==> config.mk <==
export PLATFORM = sky130hd
export DESIGN_NAME = sync_rx_unit
export DESIGN_NICKNAME = d
export VERILOG_FILES = /design/src/rtl/sync_rx_pkg.sv /design/src/rtl/sync_rx_edge.sv /design/src/rtl/sync_rx_shifter.sv /design/src/rtl/sync_rx_regs.sv /design/src/rtl/sync_rx_unit.sv
export SDC_FILE = /design/constraint.sdc
export NUM_CORES = 1
export LEC_CHECK = 0
export CORE_MARGIN = 10
export CORE_UTILIZATION = 45
export CTS_CLUSTER_DIAMETER = 30
export DETAILED_ROUTE_END_ITERATION = 10
export PLACE_DENSITY = 0.75
export SLEW_MARGIN = 20
export SYNTH_ARGS = -nofsm -noshare
export SYNTH_HDL_FRONTEND = slang
export SYNTH_SLANG_ARGS = --single-unit
==> constraint.sdc <==
create_clock -name clk -period 3 [get_ports clk]
set_input_delay 0.75 -clock clk [delete_from_list [all_inputs] [get_ports clk]]
set_output_delay 0.75 -clock clk [all_outputs]
set_load 0.02 [all_outputs]
==> src/rtl/sync_rx_pkg.sv <==
// Package: shared register addresses, field positions and the control
// record of the clocked serial receiver.
package sync_rx_pkg;
    localparam int REG_ADDR_W = 2;

    localparam logic [REG_ADDR_W-1:0] ADDR_CTRL   = 2'd0;
    localparam logic [REG_ADDR_W-1:0] ADDR_STATUS = 2'd1;
    localparam logic [REG_ADDR_W-1:0] ADDR_DATA   = 2'd2;

    localparam int CTRL_RX_EN  = 0;
    localparam int CTRL_TX_EN  = 1;
    localparam int CTRL_IRQ_EN = 2;
    localparam int CTRL_CLKINT = 3;

    localparam int STAT_FULL = 0;
    localparam int STAT_OVR  = 1;

    typedef struct packed {
        logic clk_int;
        logic irq_en;
        logic tx_en;
        logic rx_en;
    } ctrl_t;
endpackage

==> src/rtl/sync_rx_edge.sv <==
// Module: sync_rx_edge
// Picks the serial clock source and passes clock and data through the
// same synchronizer chain, so both keep their alignment. Emits a
// one-cycle pulse on each rising serial clock edge, together with the
// data bit present at that edge.
// Assumes: every serial clock phase lasts at least two system clocks.
module sync_rx_edge #(
    parameter int SYNC_STAGES = 2
) (
    input  logic clk,
    input  logic rst_n,
    input  logic use_int,
    input  logic sclk_ext,
    input  logic sclk_int,
    input  logic sdata_in,
    output logic rise,
    output logic bit_val
);
    localparam int LAST = SYNC_STAGES - 1;

    logic             sclk_sel;
    logic [LAST:0]    clk_chain;
    logic [LAST:0]    dat_chain;
    logic             clk_prev;

    // Source select ahead of the synchronizer.
    always_comb sclk_sel = use_int ? sclk_int : sclk_ext;

    genvar g;
    generate
        for (g = 0; g < SYNC_STAGES; g++) begin : g_sync
            // One synchronizer stage for clock and data.
            always_ff @(posedge clk) begin
                if (!rst_n) begin
                    clk_chain[g] <= 1'b0;
                    dat_chain[g] <= 1'b0;
                end else if (g == 0) begin
                    clk_chain[g] <= sclk_sel;
                    dat_chain[g] <= sdata_in;
                end else begin
                    clk_chain[g] <= clk_chain[(g > 0) ? g-1 : 0];
                    dat_chain[g] <= dat_chain[(g > 0) ? g-1 : 0];
                end
            end
        end
    endgenerate

    // Previous synchronized clock level for edge detection.
    always_ff @(posedge clk) begin
        if (!rst_n) clk_prev <= 1'b0;
        else        clk_prev <= clk_chain[LAST];
    end

    // Rising edge pulse and the bit that goes with it.
    always_comb begin
        rise    = clk_chain[LAST] & ~clk_prev;
        bit_val = dat_chain[LAST];
    end

    AST_RISE_SINGLE: assert property (@(posedge clk) disable iff (!rst_n)
        rise |=> !rise);
endmodule

==> src/rtl/sync_rx_shifter.sv <==
// Module: sync_rx_shifter
// Collects bits least significant first. Raises a one-cycle done pulse
// with the full word once DATA_W bits have arrived. While inactive
// (receive off or locked) the bit count is held at zero, so a partial
// word is dropped and the next word begins at its own first bit.
module sync_rx_shifter #(
    parameter int DATA_W = 8
) (
    input  logic              clk,
    input  logic              rst_n,
    input  logic              active,
    input  logic              rise,
    input  logic              bit_val,
    output logic              done,
    output logic [DATA_W-1:0] word
);
    localparam int CNT_W = $clog2(DATA_W + 1);
    localparam logic [CNT_W-1:0] LAST_BIT = CNT_W'(DATA_W - 1);

    logic [DATA_W-1:0] shreg;
    logic [CNT_W-1:0]  cnt;
    logic              take;

    // A bit is taken only on an edge while active.
    always_comb take = active & rise;

    // Shift register: new bit enters at the top and moves down.
    always_ff @(posedge clk) begin
        if (!rst_n)    shreg <= '0;
        else if (take) shreg <= {bit_val, shreg[DATA_W-1:1]};
    end

    // Bit counter, cleared while inactive.
    always_ff @(posedge clk) begin
        if (!rst_n || !active)  cnt <= '0;
        else if (take)          cnt <= (cnt == LAST_BIT) ? '0 : cnt + 1'b1;
    end

    // Completion pulse and captured word.
    always_ff @(posedge clk) begin
        if (!rst_n) begin
            done <= 1'b0;
            word <= '0;
        end else begin
            done <= take && (cnt == LAST_BIT);
            if (take && (cnt == LAST_BIT)) word <= {bit_val, shreg[DATA_W-1:1]};
        end
    end

    AST_MSB_FROM_EDGE: assert property (@(posedge clk) disable iff (!rst_n)
        take |=> shreg[DATA_W-1] == $past(bit_val));
    AST_IDLE_NO_COUNT: assert property (@(posedge clk) disable iff (!rst_n)
        !active |=> cnt == '0 && !done);
endmodule

==> src/rtl/sync_rx_regs.sv <==
// Module: sync_rx_regs
// Host register file: control, status flags and received data.
// Stores a completed word or raises overrun, applies the
// write-zero-to-clear rules (with the read-before-clear condition on
// data-full), and produces lockout, interrupt and clock-out controls.
// Assumes: a completion and a status clear do not fall in one cycle;
// if they do, the completion wins.
module sync_rx_regs
    import sync_rx_pkg::*;
#(
    parameter int DATA_W = 8
) (
    input  logic                  clk,
    input  logic                  rst_n,
    input  logic                  reg_wr,
    input  logic                  reg_rd,
    input  logic [REG_ADDR_W-1:0] reg_addr,
    input  logic [DATA_W-1:0]     reg_wdata,
    output logic [DATA_W-1:0]     reg_rdata,
    input  logic                  done,
    input  logic [DATA_W-1:0]     word,
    output ctrl_t                 ctrl,
    output logic                  full,
    output logic                  ovr,
    output logic                  rx_active,
    output logic                  rx_irq,
    output logic                  err_irq,
    output logic                  tx_allow
);
    logic [DATA_W-1:0] data_q;
    logic              rd_seen;
    logic              wr_ctrl, wr_stat, rd_data;

    // Access decode.
    always_comb begin
        wr_ctrl = reg_wr && (reg_addr == ADDR_CTRL);
        wr_stat = reg_wr && (reg_addr == ADDR_STATUS);
        rd_data = reg_rd && (reg_addr == ADDR_DATA);
    end

    // Control register.
    always_ff @(posedge clk) begin
        if (!rst_n)       ctrl <= '0;
        else if (wr_ctrl) ctrl <= ctrl_t'(reg_wdata[3:0]);
    end

    // Received data register, loaded only into an empty slot.
    always_ff @(posedge clk) begin
        if (!rst_n)              data_q <= '0;
        else if (done && !full)  data_q <= word;
    end

    // Data-full flag: set on store, cleared by write 0 after a read.
    always_ff @(posedge clk) begin
        if (!rst_n)                                         full <= 1'b0;
        else if (done && !full)                             full <= 1'b1;
        else if (wr_stat && !reg_wdata[STAT_FULL] && rd_seen) full <= 1'b0;
    end

    // Tracks a data read since data-full was last set.
    always_ff @(posedge clk) begin
        if (!rst_n)                                   rd_seen <= 1'b0;
        else if (done && !full)                       rd_seen <= 1'b0;
        else if (wr_stat && !reg_wdata[STAT_FULL])    rd_seen <= 1'b0;
        else if (rd_data && full)                     rd_seen <= 1'b1;
    end

    // Overrun flag: set on completion while full, cleared by write 0.
    always_ff @(posedge clk) begin
        if (!rst_n)                               ovr <= 1'b0;
        else if (done && full)                    ovr <= 1'b1;
        else if (wr_stat && !reg_wdata[STAT_OVR]) ovr <= 1'b0;
    end

    // Derived controls and requests.
    always_comb begin
        rx_active = ctrl.rx_en & ~ovr;
        rx_irq    = full & ctrl.irq_en;
        err_irq   = ovr & ctrl.irq_en;
        tx_allow  = ctrl.tx_en & ~ovr;
    end

    // Read data mux.
    always_comb begin
        reg_rdata = '0;
        unique case (reg_addr)
            ADDR_CTRL:   reg_rdata[3:0] = ctrl;
            ADDR_STATUS: begin
                reg_rdata[STAT_FULL] = full;
                reg_rdata[STAT_OVR]  = ovr;
            end
            ADDR_DATA:   reg_rdata = data_q;
            default:     reg_rdata = '0;
        endcase
    end

    AST_STORE_EMPTY: assert property (@(posedge clk) disable iff (!rst_n)
        done && !full |=> full && data_q == $past(word));
    AST_OVERRUN_KEEP: assert property (@(posedge clk) disable iff (!rst_n)
        done && full |=> ovr && $stable(data_q));
    AST_LOCK_NO_DONE: assert property (@(posedge clk) disable iff (!rst_n)
        $past(ovr) && ovr |-> !done);
    AST_SET_ONE_NOP: assert property (@(posedge clk) disable iff (!rst_n)
        wr_stat && reg_wdata[STAT_FULL] && reg_wdata[STAT_OVR] && !done
        |=> full == $past(full) && ovr == $past(ovr));
endmodule

==> src/rtl/sync_rx_unit.sv <==
// Module: sync_rx_unit (top)
// Clocked serial receiver with overrun lockout. Ties together the edge
// detector, the shifter and the register file, and drives the serial
// clock out in internal mode.
// Assumes: the host clears data-full in time, or accepts the lockout.
module sync_rx_unit
    import sync_rx_pkg::*;
#(
    parameter int DATA_W      = 8,
    parameter int SYNC_STAGES = 2
) (
    input  logic                  clk,
    input  logic                  rst_n,
    input  logic                  reg_wr,
    input  logic                  reg_rd,
    input  logic [REG_ADDR_W-1:0] reg_addr,
    input  logic [DATA_W-1:0]     reg_wdata,
    output logic [DATA_W-1:0]     reg_rdata,
    input  logic                  sclk_ext,
    input  logic                  sclk_int,
    output logic                  sclk_out,
    output logic                  sclk_oe,
    input  logic                  sdata_in,
    output logic                  tx_allow,
    output logic                  rx_irq,
    output logic                  err_irq
);
    ctrl_t             ctrl;
    logic              full, ovr, rx_active;
    logic              rise, bit_val, done;
    logic [DATA_W-1:0] word;

    sync_rx_edge #(.SYNC_STAGES(SYNC_STAGES)) edge_i (
        .clk(clk), .rst_n(rst_n), .use_int(ctrl.clk_int),
        .sclk_ext(sclk_ext), .sclk_int(sclk_int), .sdata_in(sdata_in),
        .rise(rise), .bit_val(bit_val)
    );

    sync_rx_shifter #(.DATA_W(DATA_W)) shift_i (
        .clk(clk), .rst_n(rst_n), .active(rx_active), .rise(rise),
        .bit_val(bit_val), .done(done), .word(word)
    );

    sync_rx_regs #(.DATA_W(DATA_W)) regs_i (
        .clk(clk), .rst_n(rst_n), .reg_wr(reg_wr), .reg_rd(reg_rd),
        .reg_addr(reg_addr), .reg_wdata(reg_wdata), .reg_rdata(reg_rdata),
        .done(done), .word(word), .ctrl(ctrl), .full(full), .ovr(ovr),
        .rx_active(rx_active), .rx_irq(rx_irq), .err_irq(err_irq),
        .tx_allow(tx_allow)
    );

    // Serial clock out: follows the internal clock while receiving,
    // parked high otherwise.
    always_comb begin
        sclk_oe  = ctrl.clk_int;
        sclk_out = (ctrl.clk_int && rx_active) ? sclk_int : 1'b1;
    end

    AST_LOCK_CLK_HIGH: assert property (@(posedge clk) disable iff (!rst_n)
        ovr |-> sclk_out && !tx_allow);
    AST_IRQ_GATED: assert property (@(posedge clk) disable iff (!rst_n)
        !ctrl.irq_en |-> !rx_irq && !err_irq);
endmodule

* Word-level counts from Yosys, hierarchy flattened *
Index checks and enable logic that the tools add are counted.

word-level totals
  input port bits = 17
  flip-flop bits (word level) = 41
  output and inout port bits = 13

operators by class
  bitwise operators = 9
  add/sub/neg operators = 1
  eq/ne operators = 3
  mux-type cells = 10
  reduce and logical (&&, ||, !) cells = 21

operators by type and width
  cell                                            number
  logical AND 1 bit                               11
  two-way mux 4 bit                               2
  AND 1 bit                                       6
  two-way mux 1 bit                               6
  case mux 2 bit (3 select lines)                 1
  zero test 1 bit                                 5
  adder 4 x 1 -> 4 bit (second input constant)    1
  == test 4 x 3 -> 1 bit (second input constant)  1
  case mux 2 bit (2 select lines)                 1
  nonzero test 2 bit                              2
  NOT 1 bit                                       3
  OR reduction 3 bit                              1
  == test 2 x 1 -> 1 bit (second input constant)  1
  == test 2 bit (second input constant)           1
  zero test 2 bit                                 1
  logical OR 1 bit                                1

* Depth between registers and ports, before layout *
Gate-level depths: netlist of the first run.

  depth after elaboration = 6
  gate-level depth with buffers = 5

* By module *
Synthesis of the first run repeated with hierarchy kept, for this count alone.

unflattened totals
  cells, all modules = 189
  area, all modules = 1689.1 sq um

by module, submodules not included
  module           cells each  area an instance (sq um)  times used  sequential area each (sq um)
  sync_rx_shifter  87          804.5                     1           400.4
  sync_rx_regs     89          729.4                     1           300.3
  sync_rx_edge     12          147.6                     1           100.1
  sync_rx_unit     1           7.5                       1           0.0

* Worst setup path before layout of the first run *
No wires, ideal clock.

  kind = input -> output
  from = input port reg_addr[1]
  to = output port reg_rdata[0]
  buffers on the path = 1
  slack = 731 ps
  arrival time = 1519 ps
  cell stages on the path = 3
  path through = buf_2 -> mux2i_1 -> o21ai_0

on the way
  word-level cells in the longest chain between the ends = 2
  elaborated cells on any way between the ends = 4
  those cells by class = eq/ne: 2; mux: 1; reduce/logical: 1

RTL lines
  element                                RTL line            RTL
  start, declared                        sync_rx_unit.sv:16  input logic [REG_ADDR_W-1:0] reg_addr,
  == test 2 bit (tied with other cells)  sync_rx_regs.sv:86  unique case (reg_addr)
  case mux 2 bit (3 select lines) *      sync_rx_regs.sv:86
  end, declared                          sync_rx_unit.sv:18  output logic [DATA_W-1:0] reg_rdata,

Mark *: on every way between the ends. The rest lies on a longest branch, timed or not.

* Worst setup path after layout of the first run *
  from = input port sclk_int
  to = output port sclk_out

on the way
  word-level cells in the longest chain between the ends = 1

RTL lines
  element            RTL line            RTL
  start, declared    sync_rx_unit.sv:20  input logic sclk_int,
  two-way mux 1 bit  sync_rx_unit.sv:56  sclk_out = (ctrl.clk_int && rx_active) ? sclk_int : 1'b1;
  end, declared      sync_rx_unit.sv:21  output logic sclk_out,

Every way passes these cells.

==> metrics.cfg, run 1 <==
[power]
internal-power_w=0.000726
p_comb_share_pct=6.2
peakVddDrop_uv=304
power.net_switching_w=0.000199
clockPowerShare_pct=35.6
power.density_mw_per_mm2=442
switching_share_pct=21.5
power.leakage_nw=0.788
power_frac_seq_pct=58.3

[placement]
dp.cells=255
place_hpwl_mm=2.27
portBuffers=25
place_congestion=0.808

[cts]
clockBufferDepth=2
insertion_delay_ns=0.28
cts_buffers=5
cts_tree=built
path_clk_slew_ns=0.07
htree_levels=2
clockRootBuffer=clkbuf_8
cts_sinks=40

[detailed_routing]
viasPerCell=4.86
antenna_left=0
first_iter_violations=81
drt_drc_violations_left=0
firstDrtPassIters=4
wl_per_cell_um=12.1
num_vias=1274
wirelength_mm=3.18

[critical_path]
worstPathMaxFanout=2
rr_worst_depth=3
r2r-start=regs_i.ovr$_SDFFE_PN0P_
endpoint_kind=output pin
path_class=in -> out
reg2reg_to=shift_i.word[5]$_SDFFE_PN0P_
critPathLaunchType=input port
crit_arrival_ns=2.12
rrSetupSlack_ns=1.09
critPathRequiredTime_ns=2.25

[grt]
grt_pass1_vias=1148
track_usage_pct=10.1
gr-total-overflow=0
antenna_found_initial=0
grt_first_pass_wirelength_mm=5.42
grt_max_degree=40

[finish]
ff_latch_area_sq_um=801
area_growth_pct=20.8
drive_gt1_share_pct=8.41
antenna_cells=0
multi_input_area_sq_um=857
fill_cells=363
post-route-util_pct=56.7
stdcell_count=262
num-nets-final=232

[hold_path]
min_from=edge_i.clk_chain[0]$_SDFF_PN0_
min_to=edge_i.clk_chain[1]$_SDFF_PN0_
hold_class=reg -> reg
min_path_cells=1

[sta]
hold_violations=0
maxSlewHeadroom_pct=63.0
finalCriticalPeriod_ns=2.87
max_clock_freq_mhz=348
setup_tns_ns=0
rsz0062_at_grt=false
slew_viol_final=0
finalCritPeriodShare_pct=95.7
setup_viol=0
tightest_slew_ns=0.552
fin_skew_ns=0.00593
worst_hold_slack_ns=0.434

[flow_run]
timing.max_cap.violations=0

[logic_synthesis]
yosysWarnings=0
synth_xor_area_share_pct=0
ys_ff_latch=40
netlist_area_sq_mm=0.00173
synth-edff-count=0
ys_types=34
synth.area.mux_share_pct=10.4
syn_avg_cell_area_sq_um=9.16
synth-compound-area-share_pct=10.3
synthArstFlopShare_pct=0
syn_nets=207
synth_simple_gate_area_share_pct=28.1
synth_cells=189
yosys.area.top_type=dfxtp_1
synth_fa_ha_area_share_pct=0.723
ys_top_cells_by_count=nand2_1, dfxtp_1, mux2i_1
yosysSeqAreaShare_pct=46.3
synth_top_family_by_area=simple AND/OR/NAND/NOR gates
synthTopCellsByArea=dfxtp_1, nand2_1, mux2i_1
synth.top_cell.area_share_pct=46.3
synth_most_common_cell=nand2_1
synth_flop_cell=dfxtp_1

[floorplanning]
fp.dieW_um=82.0
pin_count=30
initial_core_util_pct=46.9
core_sq_mm=0.00369
num_rows=22
die_area_sq_mm=0.00673
die_height_um=82.0

[run_status]
outcome=complete, no violations

[kinds of logic (layout without fill, tap and decap cells)]
family	count (synthesis)	after routing
buffers and inverters	14	39
multiplexers	18	18
flip-flops	40	40
adder cells (fa/ha/maj)	1	1
AO/OA/AOI/OAI	25	25
AND/OR/NAND/NOR	91	91
[routing by layer]
metal / GRT usage [%] / up-vias / part of all wire, %
li1: - / 676 / -
met1: 12.7 / 576 / 49
met2: 15.7 / 18 / 44
met4: 4.59 / 0 / 1.4
met5: 0 / - / 0
met3: 2.73 / 4 / 5.1
[worst max-delay path by stage]
stage,start,endpoint,slack (ns),depth (start not counted)
floorplan,reg_addr[1],reg_rdata[0],0.73,3
global placement,sclk_int,sclk_out,-0.07,3
detailed placement,sclk_int,sclk_out,-0.09,3
CTS,reg_addr[1],reg_rdata[2],0.04,5
global route,sclk_int,sclk_out,0.10,3
finish,sclk_int,sclk_out,0.13,3
[power groups by stage]
stage	clock network (W)	registers, W	logic, W
after floorplan	0	0.000551	0.0000287
after global placement	0	0.000551	0.0000571
after detailed placement	0	0.000551	0.0000576
after CTS	0.000340	0.000539	0.0000576
after global routing	0.000363	0.000539	0.0000614
final	0.000329	0.000539	0.0000569
[timing repair]
action	4_1_cts	5_1_grt
hold buffers	0	0
gates resized for setup	7	2
buffers inserted	0	0
endpoints found under the hold margin	0	0
setup endpoints to repair	7	2
[state kept, by name, indices dropped and copies added, names as in the netlist]
signal and flops:
edge_i.bit_val 1, edge_i.clk_chain 2, edge_i.clk_prev 1, regs_i.ovr 1, shift_i.cnt 4, shift_i.done 1
regs_i.rd_seen 1, shift_i.word 8, shift_i.shreg 7, regs_i.data_q 8, edge_i.dat_chain 1, regs_i.ctrl 4
regs_i.full 1
[layout make-up]
type / instances / share of cell area (%)
Multi-Input combinational cell: 135 / 41.0
Inverter: 2 / 0.359
Clock inverter: 2 / 0.598
Sequential cell: 40 / 38.3
Timing Repair Buffer: 30 / 13.6
Tap cell: 48 / 2.87
Clock buffer: 5 / 3.29
[worst max-delay path: stages]
cell             delay, ns
clkdlybuf4s50_1       0.43
or4bb_2               0.60
dlygate4sd2_1         0.34
[stage by stage]
stage / setup WS [ns] / instance area (sq um) / power [W]
2_1_floorplan: 0.731 / 1730 / 0.000579
3_3_place_gp: -0.0745 / 2010 / 0.000608
3_5_place_dp: -0.0918 / 2010 / 0.000609
4_1_cts: 0.0432 / 2090 / 0.000936
5_1_grt: 0.101 / 2090 / 0.000964
6_report: 0.129 / 2090 / 0.000925
[placed cells by master, fill, tap and decap left out, types with 2 or more instances in the layout]
master / Yosys / routed
mux2i_1: 18 / 18
buf_4: 0 / 5
inv_1: 2 / 2
dlymetal6s2s_1: 0 / 2
o21ai_0: 3 / 3
dfxtp_1: 40 / 40
clkdlybuf4s50_1: 0 / 16
nand4bb_1: 2 / 2
a21boi_0: 4 / 4
nand2b_1: 2 / 2
clkbuf_8: 0 / 5
and2_1: 10 / 10
a21boi_1: 11 / 11
nand3_1: 2 / 2
nor2b_1: 9 / 9
nand2_1: 53 / 53
dlygate4sd2_1: 0 / 7
a31oi_1: 2 / 2
nor2_1: 2 / 2
No activity file was read; power rests on OpenSTA's default activity.
==> run 2: changes to the inputs <==
--- a/config.mk
+++ b/config.mk
@@ -10,6 +10,7 @@
 export CTS_CLUSTER_DIAMETER = 30
 export DETAILED_ROUTE_END_ITERATION = 10
 export PLACE_DENSITY = 0.75
+export SETUP_SLACK_MARGIN = 0.5
 export SLEW_MARGIN = 20
 export SYNTH_ARGS = -nofsm -noshare
 export SYNTH_HDL_FRONTEND = slang
==> metrics.cfg, run 2 (synthesis gave the netlist of run 1 again) <==
[detailed_routing]
drt_drc_violations_left=0
num_vias=1268
wirelength_mm=3.18
wl_per_cell_um=12.1
antenna_left=0
first_iter_violations=80
firstDrtPassIters=4
viasPerCell=4.84

[finish]
num-nets-final=232
final_common_cell=nand2_1
antenna_cells=0
fill_cells=364
multi_input_area_sq_um=867
stdcell_area_sq_mm=0.00207
ff_latch_area_sq_um=801
drive_gt1_share_pct=13.1
top_regs=regs_i.data_q: 8 flops, shift_i.word: 8 flops, shift_i.shreg: 7 flops
layout_common_cells=nand2_1, dfxtp_1, mux2i_1
area_growth_pct=19.4

[floorplanning]
die_area_sq_mm=0.00673
num_rows=22
initial_core_util_pct=46.9
die_height_um=82.0
fp.dieW_um=82.0
pin_count=30
core_sq_mm=0.00369

[placement]
portBuffers=25
dpl_cell_area_sq_mm=0.00201
place_congestion=0.808
pre_cts_ws_ns=-0.0918
place_hpwl_mm=2.27

[power]
peakVddDrop_uv=304
power.density_mw_per_mm2=447
power.leakage_nw=0.754
finalPower_w=0.000924

[critical_path]
rrSetupSlack_ns=1.08
crit_end=sclk_out
reg2reg_to=shift_i.word[5]$_SDFFE_PN0P_
r2r-start=regs_i.ovr$_SDFFE_PN0P_
crit_arrival_ns=1.66
crit_path_cell_trace=dlygate4sd2_1, or4bb_4, buf_6
critPathSlowestCell=or4bb_4
endpoint_kind=output pin
path_class=in -> out
rr_worst_depth=3
worstPathMaxFanout=2
critPathRequiredTime_ns=2.25
critPathMaxStageDelay_ns=0.51
critPathLaunchType=input port
cp-startpoint=sclk_int

[cts]
post_cts_buffers=0
cts_tree=built
cts_buffers=5
post_cts_resized=47
clockRootBuffer=clkbuf_8
hold_buffers=0
htree_levels=2
insertion_delay_ns=0.28
path_clk_slew_ns=0.07
cts_sinks=40
clockBufferDepth=2

[grt]
grt_first_pass_wirelength_mm=5.47
antenna_found_initial=0
track_usage_pct=10.2
grt_max_degree=40
gr-total-overflow=0
grt_pass1_vias=1165

[sta]
rsz0062_at_grt=false
setup_ws_ns=0.591
hold_violations=0
finalCriticalPeriod_ns=2.41
setup_viol=0
fin_skew_ns=0.00574
tightest_slew_ns=0.562
finalCritPeriodShare_pct=80.3
slew_viol_final=0
max_clock_freq_mhz=415
maxSlewHeadroom_pct=62.5

[hold_path]
hold_class=reg -> reg

[run_status]
outcome=complete, no violations

[flow_run]
timing.max_cap.violations=0

## run 2: cell count changes in the layout (fill, tap and decap cells not counted), moves of 2 or more
cell / delta
buf_6: +2
clkdlybuf4s50_1: -3
buf_2: +8
dlygate4sd2_1: -4
dlymetal6s2s_1: -2
## run 2: layout make-up
type / count / share of cell area, %
clock buffers: 5 / 3.33
clock inverters: 2 / 0.606
inverters: 2 / 0.363
multi-input cells: 135 / 42.0
flip-flops and latches: 40 / 38.8
well taps: 48 / 2.91
repair buffers: 30 / 12.1
## run 2: worst min-delay path by stage
stage / slack, ns / end / cells past startpoint / startpoint
2_1_floorplan: 0.41 / edge_i.bit_val$_SDFF_PN0_ / 1 / edge_i.dat_chain[0]$_SDFF_PN0_
3_3_place_gp: 0.42 / edge_i.clk_chain[1]$_SDFF_PN0_ / 1 / edge_i.clk_chain[0]$_SDFF_PN0_
3_5_place_dp: 0.42 / edge_i.clk_chain[1]$_SDFF_PN0_ / 1 / edge_i.clk_chain[0]$_SDFF_PN0_
4_1_cts: 0.44 / edge_i.clk_chain[1]$_SDFF_PN0_ / 1 / edge_i.clk_chain[0]$_SDFF_PN0_
5_1_grt: 0.46 / edge_i.clk_chain[1]$_SDFF_PN0_ / 1 / edge_i.clk_chain[0]$_SDFF_PN0_
6_report: 0.43 / edge_i.clk_chain[1]$_SDFF_PN0_ / 1 / edge_i.clk_chain[0]$_SDFF_PN0_
## run 2: critical path, delay by kind of cell
kind	cells	cell delay, ns
AND/OR/NAND/NOR	1	0.51
buffers and inverters	2	0.40
## run 2: metrics by stage
| step | utilization [%] | std cells | hold WS (ns) | TNS, ns |
|---|---|---|---|---|
| 6_report | 56.0 | 262 | 0.434 | 0 |
| 5_1_grt | 56.0 | 262 | 0.456 | 0 |
| 4_1_cts | 56.0 | 262 | 0.438 | 0 |
| 3_5_place_dp | 54.6 | 255 | 0.422 | -0.231 |
| 3_3_place_gp | 54.6 | 255 | 0.415 | -0.213 |
| 2_1_floorplan | - | 189 | 0.412 | 0 |
## run 2: power breakdown
| group | switching [W] | internal [W] | total, W |
|---|---|---|---|
| clock network | 0.000171 | 0.000157 | 0.000328 |
| logic | 0.0000242 | 0.0000326 | 0.0000568 |
| registers | 0.00000327 | 0.000535 | 0.000539 |
| total | 0.000199 | 0.000725 | 0.000924 |
## run 2: metal layers
metal	GRT usage (%)	wire length, um	up-vias
met5	0	0	-
met4	4.59	45	0
met3	3.17	182	4
met2	15.8	1400	18
met1	12.6	1550	570
li1	-	-	676
